File: config.mk
export PLATFORM = sky130hd
export DESIGN_NAME = servo_match_timer
export DESIGN_NICKNAME = d
export VERILOG_FILES = /design/src/rtl/servo_timer_pkg.sv /design/src/rtl/servo_timer_regs.sv /design/src/rtl/servo_timer_counter.sv /design/src/rtl/servo_timer_channel.sv /design/src/rtl/servo_timer_irq.sv /design/src/rtl/servo_match_timer.sv
export SDC_FILE = /design/constraint.sdc
export NUM_CORES = 1
export LEC_CHECK = 0
export BUFFER_PORTS_ARGS = -buffer_cell sky130_fd_sc_hd__buf_2
export CAP_MARGIN = 40
export CORE_MARGIN = 2
export CORE_UTILIZATION = 30
export CTS_BUF_LIST = sky130_fd_sc_hd__clkbuf_4
export CTS_CLUSTER_SIZE = 20
export DETAILED_ROUTE_END_ITERATION = 12
export SETUP_SLACK_MARGIN = 0.5
export SLEW_MARGIN = 20
export SYNTH_ARGS = -nofsm -noshare
export SYNTH_HDL_FRONTEND = slang
export SYNTH_HIERARCHICAL = 1
export SYNTH_SLANG_ARGS = --single-unit
export TNS_END_PERCENT = 20
File: constraint.sdc
create_clock -name clk -period 6.4 [get_ports clk]
set_clock_uncertainty 0.1 [all_clocks]
set_input_delay 0.64 -clock clk [delete_from_list [all_inputs] [get_ports clk]]
set_output_delay 0.64 -clock clk [all_outputs]
set_load 0.01 [all_outputs]
File: src/rtl/servo_timer_pkg.sv
// Shared constants for the servo match timer: channel count, register
// addresses and the mapping of match index to flag bit position.
// Assumes at most 6 duty channels so that the split flag layout fits 11 bits.
package servo_timer_pkg;
    localparam int NUM_DUTY = 6;
    localparam int ADDR_W   = 4;
    localparam int DATA_W   = 32;
    localparam int FLAG_W   = 11;

    localparam logic [ADDR_W-1:0] ADR_PERIOD   = 4'd0;
    localparam logic [ADDR_W-1:0] ADR_ARM      = 4'd7;
    localparam logic [ADDR_W-1:0] ADR_IRQ_EN   = 4'd8;
    localparam logic [ADDR_W-1:0] ADR_PIN_EN   = 4'd9;
    localparam logic [ADDR_W-1:0] ADR_FLAG_CLR = 4'd10;

    // Bit of match_flags that carries flag n (0 = period match)
    function automatic int flag_bit(int n);
        return (n <= 3) ? n : n + 4;
    endfunction
endpackage

File: src/rtl/servo_timer_regs.sv
// Register file: period, duty shadows, arm bits, flag enables, pin enables
// and the decoded write-one-to-clear pulses. Arm bits self-clear at rollover.
// Assumes CNT_W <= DATA_W and that one write arrives per cycle at most.
module servo_timer_regs
    import servo_timer_pkg::*;
#(
    parameter int CNT_W      = 16,
    parameter int RST_PERIOD = 19999
) (
    input  logic                           clk,
    input  logic                           rst_n,
    input  logic [ADDR_W-1:0]              addr_i,
    input  logic [DATA_W-1:0]              wdata_i,
    input  logic                           we_i,
    input  logic                           rollover_i,
    output logic [CNT_W-1:0]               period_o,
    output logic [NUM_DUTY-1:0][CNT_W-1:0] shadow_o,
    output logic [NUM_DUTY-1:0]            arm_o,
    output logic [NUM_DUTY:0]              irq_en_o,
    output logic [NUM_DUTY-1:0]            pin_en_o,
    output logic [NUM_DUTY:0]              flag_clr_o
);
    logic                arm_wr;
    logic [NUM_DUTY-1:0] arm_new;
    logic                unused_data;

    assign arm_wr      = we_i && (addr_i == ADR_ARM);
    assign arm_new     = arm_wr ? wdata_i[NUM_DUTY:1] : '0;
    assign unused_data = &{1'b0, wdata_i};

    // Period register, written directly
    always_ff @(posedge clk) begin
        if (!rst_n)
            period_o <= CNT_W'(RST_PERIOD);
        else if (we_i && addr_i == ADR_PERIOD)
            period_o <= wdata_i[CNT_W-1:0];
    end

    // Duty shadow registers at addresses 1..NUM_DUTY
    always_ff @(posedge clk) begin
        if (!rst_n)
            shadow_o <= '0;
        else if (we_i)
            for (int i = 0; i < NUM_DUTY; i++)
                if (addr_i == ADDR_W'(i + 1))
                    shadow_o[i] <= wdata_i[CNT_W-1:0];
    end

    // Arm bits: cleared by rollover, a same-edge write arms the next one
    always_ff @(posedge clk) begin
        if (!rst_n)
            arm_o <= '0;
        else
            arm_o <= (rollover_i ? '0 : arm_o) | arm_new;
    end

    // Flag enables (bit 3n) and pin enables (bit 8+n)
    always_ff @(posedge clk) begin
        if (!rst_n) begin
            irq_en_o <= '0;
            pin_en_o <= '0;
        end else if (we_i) begin
            if (addr_i == ADR_IRQ_EN)
                for (int n = 0; n <= NUM_DUTY; n++)
                    irq_en_o[n] <= wdata_i[3*n];
            if (addr_i == ADR_PIN_EN)
                for (int i = 0; i < NUM_DUTY; i++)
                    pin_en_o[i] <= wdata_i[9+i];
        end
    end

    // Decode write-one-to-clear pulses from the split flag layout
    for (genvar n = 0; n <= NUM_DUTY; n++) begin : g_clr
        localparam int FB = flag_bit(n);
        assign flag_clr_o[n] = we_i && (addr_i == ADR_FLAG_CLR) && wdata_i[FB];
    end

    assert_arm_clear_R3: assert property (@(posedge clk) disable iff (!rst_n)
        (rollover_i && !arm_wr) |=> (arm_o == '0));
endmodule

File: src/rtl/servo_timer_counter.sv
// Free-running tick counter that wraps to zero after reaching the period.
// Assumes one tick per clock; a period lowered below the count wraps at once.
module servo_timer_counter #(
    parameter int CNT_W = 16
) (
    input  logic             clk,
    input  logic             rst_n,
    input  logic [CNT_W-1:0] period_i,
    output logic [CNT_W-1:0] cnt_o,
    output logic             rollover_o
);
    assign rollover_o = (cnt_o >= period_i);

    // Count up, wrap on period match
    always_ff @(posedge clk) begin
        if (!rst_n)
            cnt_o <= '0;
        else if (rollover_o)
            cnt_o <= '0;
        else
            cnt_o <= cnt_o + 1'b1;
    end

    assert_wrap_R2: assert property (@(posedge clk) disable iff (!rst_n)
        rollover_o |=> (cnt_o == '0));
    assert_step_R2: assert property (@(posedge clk) disable iff (!rst_n)
        !rollover_o |=> (cnt_o == $past(cnt_o) + 1'b1));
endmodule

File: src/rtl/servo_timer_channel.sv
// One duty channel: working duty register loaded from its shadow at an armed
// rollover, match detection, and the pin level for the current count.
// Assumes the count restarts at 0 on the cycle after rollover.
module servo_timer_channel #(
    parameter int CNT_W = 16
) (
    input  logic             clk,
    input  logic             rst_n,
    input  logic             rollover_i,
    input  logic             arm_i,
    input  logic [CNT_W-1:0] shadow_i,
    input  logic [CNT_W-1:0] cnt_i,
    input  logic [CNT_W-1:0] period_i,
    input  logic             pin_en_i,
    output logic             pin_o,
    output logic             hit_o
);
    logic [CNT_W-1:0] duty_q;

    // Working duty: copy the shadow only at an armed rollover
    always_ff @(posedge clk) begin
        if (!rst_n)
            duty_q <= '0;
        else if (rollover_i && arm_i)
            duty_q <= shadow_i;
    end

    assign hit_o = (cnt_i == duty_q);
    assign pin_o = pin_en_i && ((cnt_i < duty_q) || (duty_q >= period_i));

    assert_hold_R3: assert property (@(posedge clk) disable iff (!rst_n)
        !rollover_i |=> $stable(duty_q));
    assert_start_high_R4: assert property (@(posedge clk) disable iff (!rst_n)
        rollover_i |=> (!pin_en_i || duty_q == '0 || pin_o));
endmodule

File: src/rtl/servo_timer_irq.sv
// Match flags with per-flag enable, write-one-to-clear, set winning over
// clear, and the OR of enabled set flags as the interrupt request.
// Assumes hit_i[0] is the period match and hit_i[n] the duty match of channel n.
module servo_timer_irq
    import servo_timer_pkg::*;
(
    input  logic              clk,
    input  logic              rst_n,
    input  logic [NUM_DUTY:0] hit_i,
    input  logic [NUM_DUTY:0] en_i,
    input  logic [NUM_DUTY:0] clr_i,
    output logic [FLAG_W-1:0] flags_o,
    output logic              irq_o
);
    logic [NUM_DUTY:0] flag_q;
    logic [NUM_DUTY:0] set_req;

    assign set_req = hit_i & en_i;

    // Flag update: set has priority over a same-edge clear
    always_ff @(posedge clk) begin
        if (!rst_n)
            flag_q <= '0;
        else
            flag_q <= set_req | (flag_q & ~clr_i);
    end

    assign irq_o = |(flag_q & en_i);

    // Place flags into the split layout, unused bits tied low
    always_comb begin
        flags_o = '0;
        for (int n = 0; n <= NUM_DUTY; n++)
            flags_o[flag_bit(n)] = flag_q[n];
    end

    for (genvar n = 0; n <= NUM_DUTY; n++) begin : g_chk
        assert_set_wins_R9: assert property (@(posedge clk) disable iff (!rst_n)
            set_req[n] |=> flag_q[n]);
        assert_clear_R9: assert property (@(posedge clk) disable iff (!rst_n)
            (clr_i[n] && !set_req[n]) |=> !flag_q[n]);
        assert_needs_en_R7: assert property (@(posedge clk) disable iff (!rst_n)
            (!flag_q[n] && !en_i[n]) |=> !flag_q[n]);
    end
endmodule

File: src/rtl/servo_match_timer.sv
// Top of the servo match timer: register file, shared counter, six duty
// channels and the flag/interrupt logic.
// Assumes a clock of one tick per counter step; no prescaler inside.
module servo_match_timer
    import servo_timer_pkg::*;
#(
    parameter int CNT_W      = 16,
    parameter int RST_PERIOD = 19999
) (
    input  logic              clk,
    input  logic              rst_n,
    input  logic [ADDR_W-1:0] reg_addr,
    input  logic [DATA_W-1:0] reg_wdata,
    input  logic              reg_we,
    output logic [NUM_DUTY-1:0] pwm_out,
    output logic [FLAG_W-1:0] match_flags,
    output logic              irq
);
    logic [CNT_W-1:0]               period;
    logic [NUM_DUTY-1:0][CNT_W-1:0] shadow;
    logic [NUM_DUTY-1:0]            arm;
    logic [NUM_DUTY:0]              irq_en;
    logic [NUM_DUTY-1:0]            pin_en;
    logic [NUM_DUTY:0]              flag_clr;
    logic [CNT_W-1:0]               cnt;
    logic                           rollover;
    logic [NUM_DUTY:0]              hit;

    servo_timer_regs #(.CNT_W(CNT_W), .RST_PERIOD(RST_PERIOD)) i_regs (
        .clk(clk), .rst_n(rst_n), .addr_i(reg_addr), .wdata_i(reg_wdata),
        .we_i(reg_we), .rollover_i(rollover), .period_o(period),
        .shadow_o(shadow), .arm_o(arm), .irq_en_o(irq_en),
        .pin_en_o(pin_en), .flag_clr_o(flag_clr)
    );

    servo_timer_counter #(.CNT_W(CNT_W)) i_cnt (
        .clk(clk), .rst_n(rst_n), .period_i(period),
        .cnt_o(cnt), .rollover_o(rollover)
    );

    assign hit[0] = rollover;

    for (genvar i = 0; i < NUM_DUTY; i++) begin : g_ch
        servo_timer_channel #(.CNT_W(CNT_W)) i_ch (
            .clk(clk), .rst_n(rst_n), .rollover_i(rollover), .arm_i(arm[i]),
            .shadow_i(shadow[i]), .cnt_i(cnt), .period_i(period),
            .pin_en_i(pin_en[i]), .pin_o(pwm_out[i]), .hit_o(hit[i+1])
        );
    end

    servo_timer_irq i_irq (
        .clk(clk), .rst_n(rst_n), .hit_i(hit), .en_i(irq_en),
        .clr_i(flag_clr), .flags_o(match_flags), .irq_o(irq)
    );

    assert_irq_has_flag_R10: assert property (@(posedge clk) disable iff (!rst_n)
        irq |-> (match_flags != '0));
endmodule

After elaboration in Yosys (flattened, before gate mapping)
Index checks and enable logic that the tools add are counted.
- output and inout port bits: 18
- latch bits: 0
- register bits after elaboration: 250
- memories: 0
- RAM bits: 0
- memory bits (read-only): 0
- bits of input ports: 39
- bitwise gates (word level): 7
- equality and inequality tests: 16
- divide/modulo/power cells: 0
- $mul: 0
- magnitude comparators: 13
- reductions and logical operators: 39
- shift-type cells: 0
- mux-type cells: 2
- add/subtract/negate cells: 1
- operators with widths (cell ; count):
    $ge A16 B16 Y1 ; 7
    $eq A16 B16 Y1 ; 6
    $lt A16 B16 Y1 ; 6
    $logic_and A1 B1 Y1 ; 22
    $and A7 B7 Y7 ; 3
    $add A16 B1 Y16 const B ; 1
    $eq A4 B3 Y1 const B ; 4
    $reduce_and A2 Y1 ; 8
    $eq A4 B4 Y1 const B ; 3
    $mux W6 ; 2
    $eq A4 B2 Y1 const B ; 2
    $not A7 Y7 ; 1
    $or A7 B7 Y7 ; 1
    $reduce_or A7 Y1 ; 1
    $logic_or A1 B1 Y1 ; 6
    $or A6 B6 Y6 ; 1
    $eq A4 B1 Y1 const B ; 1
    $logic_not A4 Y1 ; 1
    $reduce_or A2 Y1 ; 1
    $not A1 Y1 ; 1

Logic depth before layout (Yosys ltp)
- depth in word-level cells: 6
- depth in mapped cells: 11
- gate-level depth less buffers: 9

Hierarchy
Netlist, hierarchy kept.
- modules (own cells, without submodules) (module ; sequential area each (um2) ; cells an instance ; instances ; area each (um2)):
    servo_timer_channel ; 320.3 ; 180 ; 6 ; 1382.6
    servo_timer_regs ; 2622.5 ; 476 ; 1 ; 4870.9
    servo_timer_counter ; 320.3 ; 127 ; 1 ; 1066.0
    servo_timer_irq ; 140.1 ; 37 ; 1 ; 326.6

Worst setup path before layout
Ideal clock, no wire load.
- kind: reg-to-reg
- from: register i_cnt.cnt_o[0]
- to: register g_ch[0].i_ch.duty_q[13]
- data arrival time: 2.567 ns
- data required time: 6.178 ns
- cell stages (with the launch flop): 12
- period minus slack after synthesis: 2.789 ns
- setup time: 0.122 ns
- slack: 3.611 ns
- path buffers: 2
- path through: dfxtp_1 inv_1 ha_1 nand2b_4 a2111o_1 a31oi_1 nand4_1 and2_1 clkbuf_1 clkbuf_1 nand2_1 a21boi_0
- longest elaborated chain between the ends: 2
- RTL lines (element ; RTL line ; RTL):
    from (decl) ; servo_timer_counter.sv:9 ; output logic [CNT_W-1:0] cnt_o,
    from (signal assigned) ; servo_timer_counter.sv:21 ; cnt_o <= cnt_o + 1'b1;
    $ge A16 B16 Y1 ; servo_timer_counter.sv:12 ; assign rollover_o = (cnt_o >= period_i);
    via hit[0] ; servo_match_timer.sv:27 ; logic [NUM_DUTY:0] hit;
    $logic_and A1 B1 Y1 ; servo_timer_channel.sv:24 ; else if (rollover_i && arm_i)
    to (signal assigned) ; servo_timer_channel.sv:25 ; duty_q <= shadow_i;
    to (decl) ; servo_timer_channel.sv:18 ; logic [CNT_W-1:0] duty_q;
The timed path passes the listed nets, and every way through them passes these cells.
A chain may end at the register's enable or synchronous reset.

Final worst setup path
- from: register i_cnt.cnt_o[14]
- to: output port pwm_out[2]
- longest elaborated chain between the ends: 3
- RTL lines (element ; RTL line ; RTL):
    $lt A16 B16 Y1 ; servo_timer_channel.sv:29 ; assign pin_o = pin_en_i && ((cnt_i < duty_q) || (duty_q >= period_i));
    $logic_or A1 B1 Y1 ; servo_timer_channel.sv:29 ;
    $logic_and A1 B1 Y1 ; servo_timer_channel.sv:29 ;
    to (decl) ; servo_match_timer.sv:15 ; output logic [NUM_DUTY-1:0] pwm_out,
No other way between the ends.

==> results.ini <==
[run_status]
status=finished clean

[grt]
grtUsageMet3_pct=3.11
grt-busiest-layer=met2
met1_usage_pct=23.1
grt_pass1_wl_um=65200
first_global_vias=11804
grt_start_max_net_pins=119
grt-ovfl-total=0
antenna_found_initial=2
grtUsageTotal_pct=16.9
met2_usage_pct=26.4

[logic_synthesis]
async_flop_share_pct=0
synth_edf_count=0
syn-cell-area_um2=14600
synth_area_per_cell_um2=8.46
synth_cell_type_count=49
synthFlopType=dfxtp_1
synth_seq_cells=250
synth_warnings=6
synth-seq-area-share_pct=34.4
synth_cells=1720

[clock_tree]
clock_latency_ps=720
cts.sinks=250
clockRootBuffer=clkbuf_4
post_cts_buffers=0
path_clk_slew_ps=70
clockBufferDepth=3
cts_hold_buf=0
cts_tree=yes
numCtsBuffers=66
cts_resized=0
h-tree-depth=3

[floorplan]
die_width_um=224
boundaryPins=57
initial_core_util_pct=30.4
die_y_um=224
die_area_um2=50300
fp.coreArea_um2=47800
placement_rows=80

[timing]
timing.final.crit_share_pct=63.8
fin_setup_tns_ps=0
tightestPinTransition_ps=941
final-setup-viol-count=0
hold_viol=0
fmax_mhz=245
setup_ws_ps=2320
hold_ws_ps=101
min_period_ps=4080
relSlewSlack_pct=37.2
slew_violations=0
rsz0062_at_grt=no

[place]
place_congestion=0.842
place_ws_ps=2510
post-dp-hpwl_um=28500
place_area_um2=15300
io_buffers=37

[final_layout]
layout-drive-gt1-share_pct=8.74
design_area_um2=16200
final_util_pct=33.8
synthToLayoutAreaGrowth_pct=11.2
nNetsFinal=2027

[detailed_routing]
dr.pass1.iters=7
route.detailed.wl_per_inst_um=17.4
num_vias=12087
ant_nets=0
drt-initial-drc-count=848
viasPerCell=4.96
routed_wl_um=42300
drcViolationCount=0

[critical_path]
critPathCaptureType=output port
crit_type=register to output port
reg2reg_slack_ps=3040
critPathMaxFanout=9
arrival_ps=3340
rr_worst_depth=10
critPathLaunchType=register
crit_required_ps=5660

[flow_run]
maxCapViolCount=0

[worst_hold_path]
hp-class=primary input to register
whs_path_depth=3

[power_and_ir_drop]
leakagePower_nw=7.50
max-vdd-ir-drop_v=0.000134
powerDensity_nw_per_um2=198

-- metal layers --
| metal | share of wire [%] | vias to the layer above |
|---|---|---|
| met4 | 3.0 | 0 |
| met3 | 6.2 | 88 |
| met5 | 0 | - |
| met1 | 48 | 5713 |
| met2 | 43 | 331 |
| li1 | - | 5955 |
-- power breakdown --
part / switching (mW) / total (mW) / internal [mW]
combinational: 0.116 / 0.179 / 0.0625
sequential: 0.0232 / 1.59 / 1.57
clock: 0.662 / 1.44 / 0.775
-- cell families after synthesis --
kind of cell / synth area share, %
adder cells (fa/ha/maj): 18.0
buffers and inverters: 8.04
other: 0.0258
flip-flops: 34.4
XOR/XNOR: 0.842
AO/OA/AOI/OAI: 13.2
multiplexers: 7.98
AND/OR/NAND/NOR: 17.5
-- Yosys cell counts (22+ instances only) --
cell type  instances  area share (%)
mux2i_1          116             8.0
a21oi_1           55             1.9
nand2_1          346             8.9
nand4_1           41             1.8
nand3_1           49             1.7
ha_1             209              18
nand2b_1          22            0.95
dfxtp_1          250              34
inv_1            227             5.9
a21o_1            31             1.6
clkbuf_1          41             1.1
nor2_1            36            0.93
a21boi_0          97             5.0
-- flip-flops by register name, summed over array words and instances (netlist names) --
| register | flops |
|---|---|
| g_ch.i_ch/duty_q | 96 |
| i_cnt/cnt_o | 16 |
| i_irq/flag_q | 7 |
| i_regs/arm_o | 6 |
| i_regs/irq_en_o | 7 |
| i_regs/period_o | 16 |
| i_regs/pin_en_o | 6 |
| i_regs/shadow_o | 96 |
-- final timing paths --
kind / startpoint / to
max: i_cnt/cnt_o[14] / pwm_out[2]
min: reg_wdata[18] / i_regs/irq_en_o[6]
max reg2reg: i_cnt/cnt_o[0] / g_ch[3].i_ch/duty_q[10]
min reg2reg: i_regs/shadow_o[19] / g_ch[1].i_ch/duty_q[3]
-- critical path: stages, from the launching register on --
cell and delay, ps:
dfxtp_1 810, ha_1 380, a21oi_1 160, nand2_1 70, a211o_1 300, or4_1 550, o311ai_1 140, buf_2 210
-- cell type report --
type / instances / area, µm²
multi-input cells: 1183 / 8400
clock buffers: 84 / 631
clock inverters: 24 / 198
flip-flops and latches: 250 / 5000
inverters: 227 / 852
repair buffers: 51 / 330
fillers: 4975 / 31700
diodes: 3 / 7.51
well taps: 615 / 769
-- placed cells by master (no fill, tap or decap), types with 3 or more instances in the layout --
cell / count
a21o_1: 31
a221oi_1: 6
a211oi_1: 13
or2_2: 6
bufinv_16: 4
buf_4: 7
clkbuf_4: 84
and3_1: 3
conb_1: 4
inv_1: 227
nand3_1: 49
or3_1: 6
nor2b_1: 13
nand2_1: 346
a21boi_0: 97
o211ai_1: 15
diode_2: 3
nand4_1: 41
buf_2: 36
a211o_1: 12
nand2b_1: 22
a32oi_1: 6
mux2i_1: 116
ha_1: 209
a21oi_1: 55
inv_2: 4
xor2_1: 8
o21ai_0: 21
a21boi_1: 7
dfxtp_1: 250
buf_6: 6
or4_1: 6
nor2_1: 36
and2_1: 15
nor3_1: 8
clkinv_1: 14
xnor2_1: 6
o311ai_1: 6
-- stage by stage --
| step | total power, mW | instances |
|---|---|---|
| floorplan | 1.72 | 1723 |
| global placement | 1.80 | 2317 |
| detailed placement | 1.80 | 2322 |
| CTS | 3.25 | 2430 |
| global route | 3.35 | 2435 |
| finish | 3.21 | 2437 |
No activity file was read; power rests on OpenSTA's default activity.
